--- src/rtl/eic_pkg.sv ---
package eic_pkg;
  localparam int DW = 8;
  localparam int AW = 3;

  typedef enum logic [1:0] {
    SNS_LOW  = 2'b00,
    SNS_ANY  = 2'b01,
    SNS_FALL = 2'b10,
    SNS_RISE = 2'b11
  } sense_e;

  localparam logic [AW-1:0] ADR_CTRL  = 3'd0;
  localparam logic [AW-1:0] ADR_MASK  = 3'd1;
  localparam logic [AW-1:0] ADR_SENSE = 3'd2;
  localparam logic [AW-1:0] ADR_FLAG  = 3'd4;
  localparam logic [AW-1:0] ADR_PIN   = 3'd5;

  // event test for one line: current and previous synchronized samples
  function automatic logic edge_hit(sense_e m, logic cur, logic prev);
    case (m)
      SNS_ANY:  return cur ^ prev;
      SNS_FALL: return prev & ~cur;
      SNS_RISE: return cur & ~prev;
      default:  return 1'b0;
    endcase
  endfunction

  // level request for one line
  function automatic logic level_hit(sense_e m, logic cur);
    return (m == SNS_LOW) & ~cur;
  endfunction
endpackage

--- src/rtl/eic_sync.sv ---
module eic_sync #(
  parameter int N      = 8,
  parameter int STAGES = 2
) (
  input  logic         clk,
  input  logic         rst_n,
  input  logic [N-1:0] pin_i,
  output logic [N-1:0] cur_o,
  output logic [N-1:0] prev_o
);
  localparam int CHAIN = STAGES + 1;

  for (genvar g = 0; g < N; g++) begin : g_bit
    logic [CHAIN-1:0] chain_q;
    always_ff @(posedge clk or negedge rst_n) begin
      if (!rst_n) chain_q <= '1;
      else        chain_q <= {chain_q[CHAIN-2:0], pin_i[g]};
    end
    assign cur_o[g]  = chain_q[STAGES-1];
    assign prev_o[g] = chain_q[STAGES];
  end
endmodule

--- src/rtl/eic_line.sv ---
module eic_line
  import eic_pkg::*;
(
  input  logic   clk,
  input  logic   rst_n,
  input  sense_e mode_i,
  input  logic   cur_i,
  input  logic   prev_i,
  input  logic   w1c_i,
  input  logic   ack_clr_i,
  output logic   evt_o,
  output logic   lvl_o,
  output logic   flag_o
);
  assign evt_o = edge_hit(mode_i, cur_i, prev_i);
  assign lvl_o = level_hit(mode_i, cur_i);

  // a fresh event wins over a clear in the same cycle
  always_ff @(posedge clk or negedge rst_n) begin
    if (!rst_n)                    flag_o <= 1'b0;
    else if (evt_o)                flag_o <= 1'b1;
    else if (w1c_i || ack_clr_i)   flag_o <= 1'b0;
  end

  assert_edge_sets_R4: assert property (@(posedge clk) disable iff (!rst_n)
    evt_o |=> flag_o);
  assert_flag_hold_R5: assert property (@(posedge clk) disable iff (!rst_n)
    (flag_o && !w1c_i && !ack_clr_i) |=> flag_o);
  assert_level_noflag_R6: assert property (@(posedge clk) disable iff (!rst_n)
    (!flag_o && mode_i == SNS_LOW) |=> !flag_o);
  assert_w1c_clears_R7: assert property (@(posedge clk) disable iff (!rst_n)
    (w1c_i && !evt_o) |=> !flag_o);
endmodule

--- src/rtl/eic_prio.sv ---
module eic_prio #(
  parameter int N  = 8,
  parameter int VW = $clog2(N)
) (
  input  logic          clk,
  input  logic          rst_n,
  input  logic [N-1:0]  req_i,
  output logic          req_o,
  output logic [VW-1:0] vec_o
);
  function automatic logic [N-1:0] below(logic [VW-1:0] v);
    logic [N-1:0] m;
    for (int i = 0; i < N; i++) m[i] = (i < int'(v));
    return m;
  endfunction

  always_comb begin
    vec_o = '0;
    for (int i = N - 1; i >= 0; i--)
      if (req_i[i]) vec_o = VW'(i);
  end
  assign req_o = |req_i;

  assert_lowest_wins_R9: assert property (@(posedge clk) disable iff (!rst_n)
    req_o |-> (req_i[vec_o] && ((req_i & below(vec_o)) == '0)));
endmodule

--- src/rtl/ext_irq_ctrl.sv ---
module ext_irq_ctrl
  import eic_pkg::*;
#(
  parameter int N  = 8,
  parameter int VW = $clog2(N)
) (
  input  logic          clk,
  input  logic          rst_n,
  input  logic [N-1:0]  ext_pin,
  input  logic          reg_we,
  input  logic [AW-1:0] reg_addr,
  input  logic [DW-1:0] reg_wdata,
  output logic [DW-1:0] reg_rdata,
  input  logic          irq_ack,
  input  logic          irq_ret,
  output logic          irq_req,
  output logic [VW-1:0] irq_vec
);
  localparam int PER_BANK = DW / 2;
  localparam int NBANK    = N / PER_BANK;

  logic           gie_q;
  logic [N-1:0]   mask_q;
  logic [2*N-1:0] sense_q;
  logic [N-1:0]   cur_w, prev_w, evt_w, lvl_w, flag_w;
  logic [N-1:0]   w1c_w, ack_clr_w, active_w;
  logic           ack_fire_w;

  eic_sync #(.N(N), .STAGES(2)) u_sync (
    .clk(clk), .rst_n(rst_n), .pin_i(ext_pin), .cur_o(cur_w), .prev_o(prev_w)
  );

  assign ack_fire_w = irq_ack && irq_req;
  assign w1c_w = (reg_we && reg_addr == ADR_FLAG) ? reg_wdata[N-1:0] : '0;

  for (genvar g = 0; g < N; g++) begin : g_line
    assign ack_clr_w[g] = ack_fire_w && (irq_vec == VW'(g));
    eic_line u_line (
      .clk(clk), .rst_n(rst_n),
      .mode_i(sense_e'(sense_q[2*g +: 2])),
      .cur_i(cur_w[g]), .prev_i(prev_w[g]),
      .w1c_i(w1c_w[g]), .ack_clr_i(ack_clr_w[g]),
      .evt_o(evt_w[g]), .lvl_o(lvl_w[g]), .flag_o(flag_w[g])
    );
  end

  assign active_w = (flag_w | lvl_w) & mask_q & {N{gie_q}};

  eic_prio #(.N(N), .VW(VW)) u_prio (
    .clk(clk), .rst_n(rst_n), .req_i(active_w), .req_o(irq_req), .vec_o(irq_vec)
  );

  // global enable: acknowledge beats return beats software write
  always_ff @(posedge clk or negedge rst_n) begin
    if (!rst_n)                                gie_q <= 1'b0;
    else if (ack_fire_w)                       gie_q <= 1'b0;
    else if (irq_ret)                          gie_q <= 1'b1;
    else if (reg_we && reg_addr == ADR_CTRL)   gie_q <= reg_wdata[0];
  end

  always_ff @(posedge clk or negedge rst_n) begin
    if (!rst_n)                              mask_q <= '0;
    else if (reg_we && reg_addr == ADR_MASK) mask_q <= reg_wdata[N-1:0];
  end

  for (genvar b = 0; b < NBANK; b++) begin : g_bank
    always_ff @(posedge clk or negedge rst_n) begin
      if (!rst_n)
        sense_q[b*DW +: DW] <= '0;
      else if (reg_we && reg_addr == AW'(int'(ADR_SENSE) + b))
        sense_q[b*DW +: DW] <= reg_wdata;
    end
  end

  always_comb begin
    reg_rdata = '0;
    case (reg_addr)
      ADR_CTRL:      reg_rdata[0] = gie_q;
      ADR_MASK:      reg_rdata[N-1:0] = mask_q;
      ADR_SENSE:     reg_rdata = sense_q[0 +: DW];
      ADR_SENSE + 1: reg_rdata = sense_q[DW +: DW];
      ADR_FLAG:      reg_rdata[N-1:0] = flag_w;
      ADR_PIN:       reg_rdata[N-1:0] = cur_w;
      default:       reg_rdata = '0;
    endcase
  end

  assert_no_req_gie_off_R2: assert property (@(posedge clk) disable iff (!rst_n)
    !gie_q |-> !irq_req);
  assert_ack_blocks_R8: assert property (@(posedge clk) disable iff (!rst_n)
    ack_fire_w |=> (!gie_q && !irq_req));
  assert_ret_enables_R8: assert property (@(posedge clk) disable iff (!rst_n)
    (irq_ret && !ack_fire_w) |=> gie_q);
  assert_masked_quiet_R3: assert property (@(posedge clk) disable iff (!rst_n)
    irq_req |-> mask_q[irq_vec]);
endmodule

--- config.mk ---
export PLATFORM = sky130hd
export DESIGN_NAME = ext_irq_ctrl
export DESIGN_NICKNAME = d
export VERILOG_FILES = /design/src/rtl/eic_pkg.sv /design/src/rtl/eic_sync.sv /design/src/rtl/eic_line.sv /design/src/rtl/eic_prio.sv /design/src/rtl/ext_irq_ctrl.sv
export SDC_FILE = /design/constraint.sdc
export NUM_CORES = 1
export LEC_CHECK = 0
export BUFFER_PORTS_ARGS = -buffer_cell sky130_fd_sc_hd__buf_2
export CELL_PAD_IN_SITES_DETAIL_PLACEMENT = 2
export CELL_PAD_IN_SITES_GLOBAL_PLACEMENT = 2
export CORE_MARGIN = 3
export CORE_UTILIZATION = 38
export CTS_CLUSTER_DIAMETER = 50
export DETAILED_ROUTE_END_ITERATION = 12
export HOLD_SLACK_MARGIN = 0.12
export MAX_ROUTING_LAYER = met4
export PLACE_DENSITY_LB_ADDON = 0.1
export SLEW_MARGIN = 20
export SYNTH_ARGS = -nofsm -noshare
export SYNTH_HDL_FRONTEND = slang
export SYNTH_SLANG_ARGS = --single-unit
--- constraint.sdc ---
create_clock -name clk -period 1.8 [get_ports clk]
set_input_delay 0.18 -clock clk [delete_from_list [all_inputs] [get_ports clk]]
set_output_delay 0.18 -clock clk [all_outputs]
set_load 0.005 [all_outputs]
==> results of run 1 <==
==> logic make-up (layout without fill, tap and decap cells) <==
logic type / after synthesis / in the layout / synth area share
multiplexers: 48 / 48 / 0.175
AND/OR/NAND/NOR: 58 / 58 / 0.102
flip-flops: 57 / 57 / 0.485
AO/OA/AOI/OAI: 60 / 60 / 0.136
adder cells (fa/ha/maj): 16 / 16 / 0.0667
buffers and inverters: 27 / 138 / 0.0354
==> worst paths after layout <==
check | endpoint | slack, ps | depth (start not counted)
worst max-delay path | irq_req | -480 | 5
worst min-delay path | sense_q[2]$_DFFE_PN0P_ | 120 | 2
worst max register to register | gie_q$_DFFE_PN0P_ | -250 | 7
worst min register to register | u_sync.g_bit[4].chain_q[1]$_DFF_PN1_ | 360 | 0
max in group asynchronous | u_sync.g_bit[5].chain_q[1]$_DFF_PN1_ | 850 | 3
min in group asynchronous | sense_q[1]$_DFFE_PN0P_ | 300 | 2
==> cell type report <==
type	count	share of cell area
multi-input cells	182	0.377
clock buffers	11	0.0336
inverters	22	0.0196
well taps	99	0.0294
flip-flops and latches	57	0.347
repair buffers	100	0.180
clock inverters	5	0.0131
==> routing by layer <==
| metal | share of wire | up-vias | global-route usage |
|---|---|---|---|
| li1 | - | 1178 | - |
| met1 | 0.39 | 1438 | 0.303 |
| met2 | 0.53 | 103 | 0.490 |
| met3 | 0.039 | 46 | 0.0550 |
| met4 | 0.045 | 0 | 0.0962 |
| met5 | 0 | - | - |
==> power groups by stage <==
stage | Clock [uW] | Sequential (uW) | Combinational, uW
4_1_cts | 1240 | 1780 | 1790
6_report | 1290 | 1830 | 2220
3_5_place_dp | 0 | 1790 | 1550
2_1_floorplan | 0 | 1730 | 840
5_1_grt | 1350 | 1860 | 2320
3_3_place_gp | 0 | 1780 | 1470
==> flip-flops by register name, summed over array words and instances (netlist names) <==
signal                cells
g_line.u_line.flag_o      8
gie_q                     1
mask_q                    8
sense_q                  16
u_sync.g_bit.chain_q     24
==> cells in the final DEF (no fill, tap or decap), drive strengths merged, types with 5 or more instances in the layout <==
master and n:
a21oi 25, a22oi 5, buf 86, clkbuf 12
dfrtp 33, dfstp 24, dlygate4sd3 13, ha 16
inv 22, mux2 35, mux2i 13, nand2 18
nor2 9, nor3 12, o211ai 9, o21ai 5
o22ai 5
==> through the flow <==
stage / instance area [um^2] / utilization
final: 4210 / 0.565
after global routing: 4210 / 0.565
after CTS: 4010 / 0.538
after detailed placement: 3590 / 0.482
after global placement: 3590 / 0.482
after floorplan: 3000 / -
==> timing repair <==
action,in CTS,in global routing
hold buffers,13,0
setup buffers,6,10
pin swaps,8,18
hold endpoints to repair,31,0
resized for setup,13,31
setup endpoints to repair,6,19
==> cell usage after synthesis <==
| cell type | count |
|---|---|
| mux2_2 | 35 |
| dfrtp_1 | 33 |
| a21oi_1 | 24 |
| dfstp_2 | 24 |
| inv_1 | 22 |
| nand2_1 | 18 |
| ha_1 | 16 |
| mux2i_1 | 13 |
| nor3_1 | 11 |
| nor2_1 | 7 |
| o211ai_1 | 6 |
| a22oi_1 | 5 |
| o22ai_1 | 5 |
| buf_2 | 4 |
| nand2b_1 | 3 |
| nand3_1 | 3 |
| nor3b_1 | 3 |
| o211ai_2 | 3 |
| a32oi_1 | 2 |
| and2_1 | 2 |
| nor2_2 | 2 |
| nor2b_1 | 2 |
| nor4_1 | 2 |
| o211a_1 | 2 |
| o21ai_0 | 2 |
| o21ai_1 | 2 |
| or2_0 | 2 |
| a21oi_2 | 1 |
| a221o_1 | 1 |
| a221oi_1 | 1 |
| a31o_1 | 1 |
| a31oi_1 | 1 |
| buf_1 | 1 |
| nand4_2 | 1 |
| nor3_4 | 1 |
| o21a_1 | 1 |
| o21ai_2 | 1 |
| o21ba_1 | 1 |
| o311a_1 | 1 |
| or3_4 | 1 |
==> critical path, cell delays in order (launching register included) <==
cell	delay, ps
dfstp_2	560
nor3_2	50
o211ai_1	390
nand2_1	180
or3_4	450
buf_6	130
==> impl_results.md, run 1 <==
- Final nets: a little over 400
- Skew final: 15.9 ps
- FP Rows: 31
- Drt drc: 0
- Fraction of layout cells with a size suffix above 1: 0.533
- GP Congestion: 0.878
- RSZ-0062 raised after global routing: yes
- CP Max Fanout: 4
- Unique masters post-synth: 40
- Clock buffer count from CTS: 9
- Max IR drop VDD: 488 uV
- Area Overhead vs Synth: 40.1%
- Largest net degree at the start of global routing: 42
- Crit share post-route: 1.27
- Post-DP HPWL: between 7 and 8 mm
- Pwr/cell area: 1270 nW/um^2
- Post-route ant nets: 0
- Fill cells: approximately 730
- Die height: 94.9 um
- Syn Area/Cell: 11.3 um^2
- CTS tree: done
- First-pass GRT wire length: approximately 17 mm
- Core Area: 7450 um^2
- Setup WS pre-CTS: -1.30 ps
- Post-synth top area share: 0.275
- Seq/Total Area, Yosys: 0.485
- Measured slew at the worst slew-check pin: 707 ps
- Min-delay worst type: in2reg
- Cell Int Power: 3280 uW
- Gr ovfl total: 0
- Maximum root-to-sink buffer count: 2
- WL per Instance: 28.5 um
- Status: complete, but fails checks
- Drt initial violations: ~170
- Clock share of power: 0.241
- Critical path data arrival time: 2100 ps
- Critical path type: reg2out
- Largest cells by area after synthesis: dfrtp_1 28%, dfstp_2 21%, mux2_2 13%
- Width of the chip: about 95 um
- CTS Sinks: 57
- Setup crit start kind: flop
- Crit Reg-Reg Startpoint: u_sync.g_bit[5].chain_q[1]$_DFF_PN1_
- P_sw: 2060 uW
- Register area: 1460 um^2
- Routed wire length: 13.6 mm
- Leak: roughly 0.0019 uW
- Placed Cells: 433
- # IOs: 36
- CP endpoint kind: primary output
- Flops & latches, synth: 57
- Rel. slew slack: 0.528
- Overall Power: 5340 uW
- Setup TNS: -2400 ps
- WHS: 116 ps
- Footprint of the multi-input gates: about 1600 um^2
- Die ar.: 9010 um^2
- Sw Share: 0.386
- H-tree Lvls: 3
- Comb power frac: 0.416
- Max cap viols: 0
- DRT Pass-1 Iters: 4
- Syn nets: 306
- Initial Utilization: 0.403
- Antenna cells: 0
- Synth area leader: dfrtp_1
- Vias per Instance: between 5 and 6
- Initial antenna violation count: 0
- Area of the mapped netlist: between 3000 and 4000 um^2
- Synth Instances: 266
- GR Util All Layers: 0.274
- Reg power frac: 0.344
- CTS Root Cell: clkbuf_8
- Clock Pin Slew Worst Setup and Hold Paths: approximately 80 ps
- CP required: 1620 ps
- Final setup fails: 13
- Cell Count, Final, Fillers Out: 476
- Startpoint of the worst hold path: reg_wdata[2]
- Tmin final: 2280 ps
- Hold Fails Final Rpt: 0
- Syn. warnings: 0
- Achievable frequency: 439 MHz
- Final Max Tran Viols: 0
- Vias in the first global route: 3068
- Worst-skew pair later-pin latency: 360 ps
- PortBufs: 35
- DR vias: roughly 2.8k
- Critical Path Source: u_sync.g_bit[5].chain_q[1]$_DFF_PN1_
- Failing checks: setup timing
- Fin worst setup slack: -478 ps
Power figures use the tool's default switching activity.
==> run 2, diff against run 1 <==
--- a/config.mk
+++ b/config.mk
@@ -19,3 +19,4 @@
 export SYNTH_ARGS = -nofsm -noshare
 export SYNTH_HDL_FRONTEND = slang
 export SYNTH_SLANG_ARGS = --single-unit
+export TNS_END_PERCENT = 20
==> run 2 against run 1 <==
  * The flow still finishes with violations (setup timing)
  * Worst setup slack gained 73 ps
  * Power decreased by 4.8%
  * Fmax increased by 3.3%
  * Global-route usage is 0.072 points lower
  * Register-to-register slack better by 20 ps
  * Largest cell class unchanged
  * Via count fell by 1.6%
  * Clock power is 4% lower
  * Critical path type unchanged
  * Cell area is 2.4% lower
  * Utilization decreased by 1.3 points
  * Clock skew fell by 7.2 ps
==> impl_results.md, run 2 (synthesized netlist as in run 1, its figures left out) <==
- Status: complete, but fails checks
- Failing checks: setup timing
- Largest net degree at the start of global routing: 42
- Largest stage delay, worst path: 450 ps
- # IOs: 36
- PortBufs: 35
- Top delay family on crit path: simple AND/OR/NAND/NOR gates
- Hold Fails Final Rpt: 0
- Die height: 94.9 um
- WL per Instance: between 20 and 30 um
- GP Congestion: between 0.8 and 0.9
- Worst-skew pair later-pin latency: ~350 ps
- DRT Pass-1 Iters: 5
- Vias in the first global route: 3031
- Setup TNS: -2250 ps
- Post-route ant nets: 0
- Achievable frequency: 454 MHz
- Max FFs per register: 24
- CTS Sinks: 57
- Width of the chip: roughly 95 um
- Top reg by flops: u_sync.g_bit.chain_q
- Area Overhead vs Synth: 36.8%
- Routed wire length: 12.2 mm
- Final Util: 0.551
- Die ar.: 9010 um^2
- CP endpoint kind: primary output
- R2r setup slk: -230 ps
- Critical path data arrival time: 2020 ps
- Initial antenna violation count: 0
- Critical path buffers and inverters: 2
- Commonest non-fill, non-tap cells in the layout: 45 x buf_4, 35 x mux2_2, 32 x dfrtp_1, 32 x buf_2, 24 x dfstp_2
- Initial Utilization: 0.403
- Drt drc: 0
- Max IR drop VDD: between 500 and 600 uV
- CP required: 1620 ps
- Pwr/cell area: 1240 nW/um^2
- Worst path depth: 7
- Final Max Tran Viols: 0
- Fin worst setup slack: -405 ps
- Crit share post-route: 1.22
- Skew final: approximately 8.8 ps
- Crit-path cells: nor3_1, o21ai_2, buf_4, o21ai_2, o21ai_2, and2_4, buf_6
- Critical Path Source: u_sync.g_bit[2].chain_q[1]$_DFF_PN1_
- Gr ovfl total: 0
- Reg2reg path depth: 8
- Critical path type: reg2out
- FP Rows: 31
- Clock buffer count from CTS: 9
- Vias per Instance: 5.76
- DR vias: 2720
- RSZ-0062 raised after global routing: yes
- CTS Root Cell: clkbuf_8
- Drt initial violations: 185
- Leak: roughly 0.0019 uW
- Final setup fails: 11
- Core Area: 7450 um^2
- Clock Pin Slew Worst Setup and Hold Paths: 70 ps
- Crit Reg-Reg Startpoint: u_sync.g_bit[5].chain_q[1]$_DFF_PN1_
- Min-delay worst type: in2reg
- Antenna cells: 0
- Measured slew at the worst slew-check pin: 659 ps
- GR Util All Layers: 0.274
- Startpoint of the worst hold path: reg_wdata[2]
- Fraction of layout cells with a size suffix above 1: 0.499
- WHS: 126 ps
- Most common library cell in the layout ignoring fill and taps: buf_4
- Post-DP HPWL: 7.57 mm
- Setup crit start kind: flop
- H-tree Lvls: 3
- First-pass GRT wire length: 17.3 mm
- Hold depth: 2
- CP max-delay cell: nor3_1
- Tmin final: 2200 ps
- Cell mode on critical path: o21ai_2
- Max cap viols: 0
- CTS tree: done
- Final nets: 408
- Fill cells: 763
- CP Max Fanout: 4
- Rel. slew slack: 0.560
- Maximum root-to-sink buffer count: 2
- Biggest regs: u_sync.g_bit.chain_q (24), sense_q (16)
[run 2: changes by cell type in the layout (fill, tap and decap cells not counted), moves of 2 or more]
cell	change
a21oi_1	+3
a21oi_2	-2
buf_6	-5
nor2_1	+2
nor2_2	-2
nor3_1	+4
nor3_2	-4
[run 2: path summary, 6_finish.rpt]
check                                                       end
max in group asynchronous  u_sync.g_bit[3].chain_q[2]$_DFF_PN1_
hold reg to reg            u_sync.g_bit[4].chain_q[1]$_DFF_PN1_
setup reg to reg            g_line[7].u_line.flag_o$_DFFE_PN0P_
setup / recovery                                     irq_vec[0]
min in group asynchronous                sense_q[8]$_DFFE_PN0P_
hold / removal                            mask_q[2]$_DFFE_PN0P_
[run 2: metrics by stage]
stage               worst slack, ps  total power, uW  cell area (um^2)  cells
floorplan                       192             2570              3000    266
global placement               57.3             3250              3590    433
detailed placement            -1.30             3340              3590    433
CTS                            -298             4760              3980    466
global route                   -458             5280              4110    472
finish                         -405             5080              4110    472
[run 2: layer usage]
layer  global-route usage  share of wire  vias up
met5                    -              0        -
met4               0.0998          0.035        0
met3               0.0558          0.062       35
met2                0.480           0.53      118
met1                0.308           0.38     1403
li1                     -              -     1164
[run 2: cell type report]
class	instances	area [um^2]	area share
Inverter	22	82.6	0.0201
Clock inverter	5	55.1	0.0134
Clock buffer	11	141	0.0344
Timing Repair Buffer	96	709	0.173
Tap cell	99	124	0.0302
Sequential cell	57	1460	0.355
Multi-Input combinational cell	182	1540	0.374
[run 2: timing repair]
item | CTS | global route
hold buffers | 13 | 0
gates cloned | 0 | 0
gates resized for setup | 11 | 16
pin swaps | 7 | 8
setup endpoints to repair | 6 | 19
buffers inserted | 4 | 6
hold endpoints to repair | 31 | 0
[run 2: power by group]
part / switching (uW) / internal (uW)
logic: 1040 / 972
registers: 292 / 1530
clock network: 569 / 672
total: 1910 / 3180
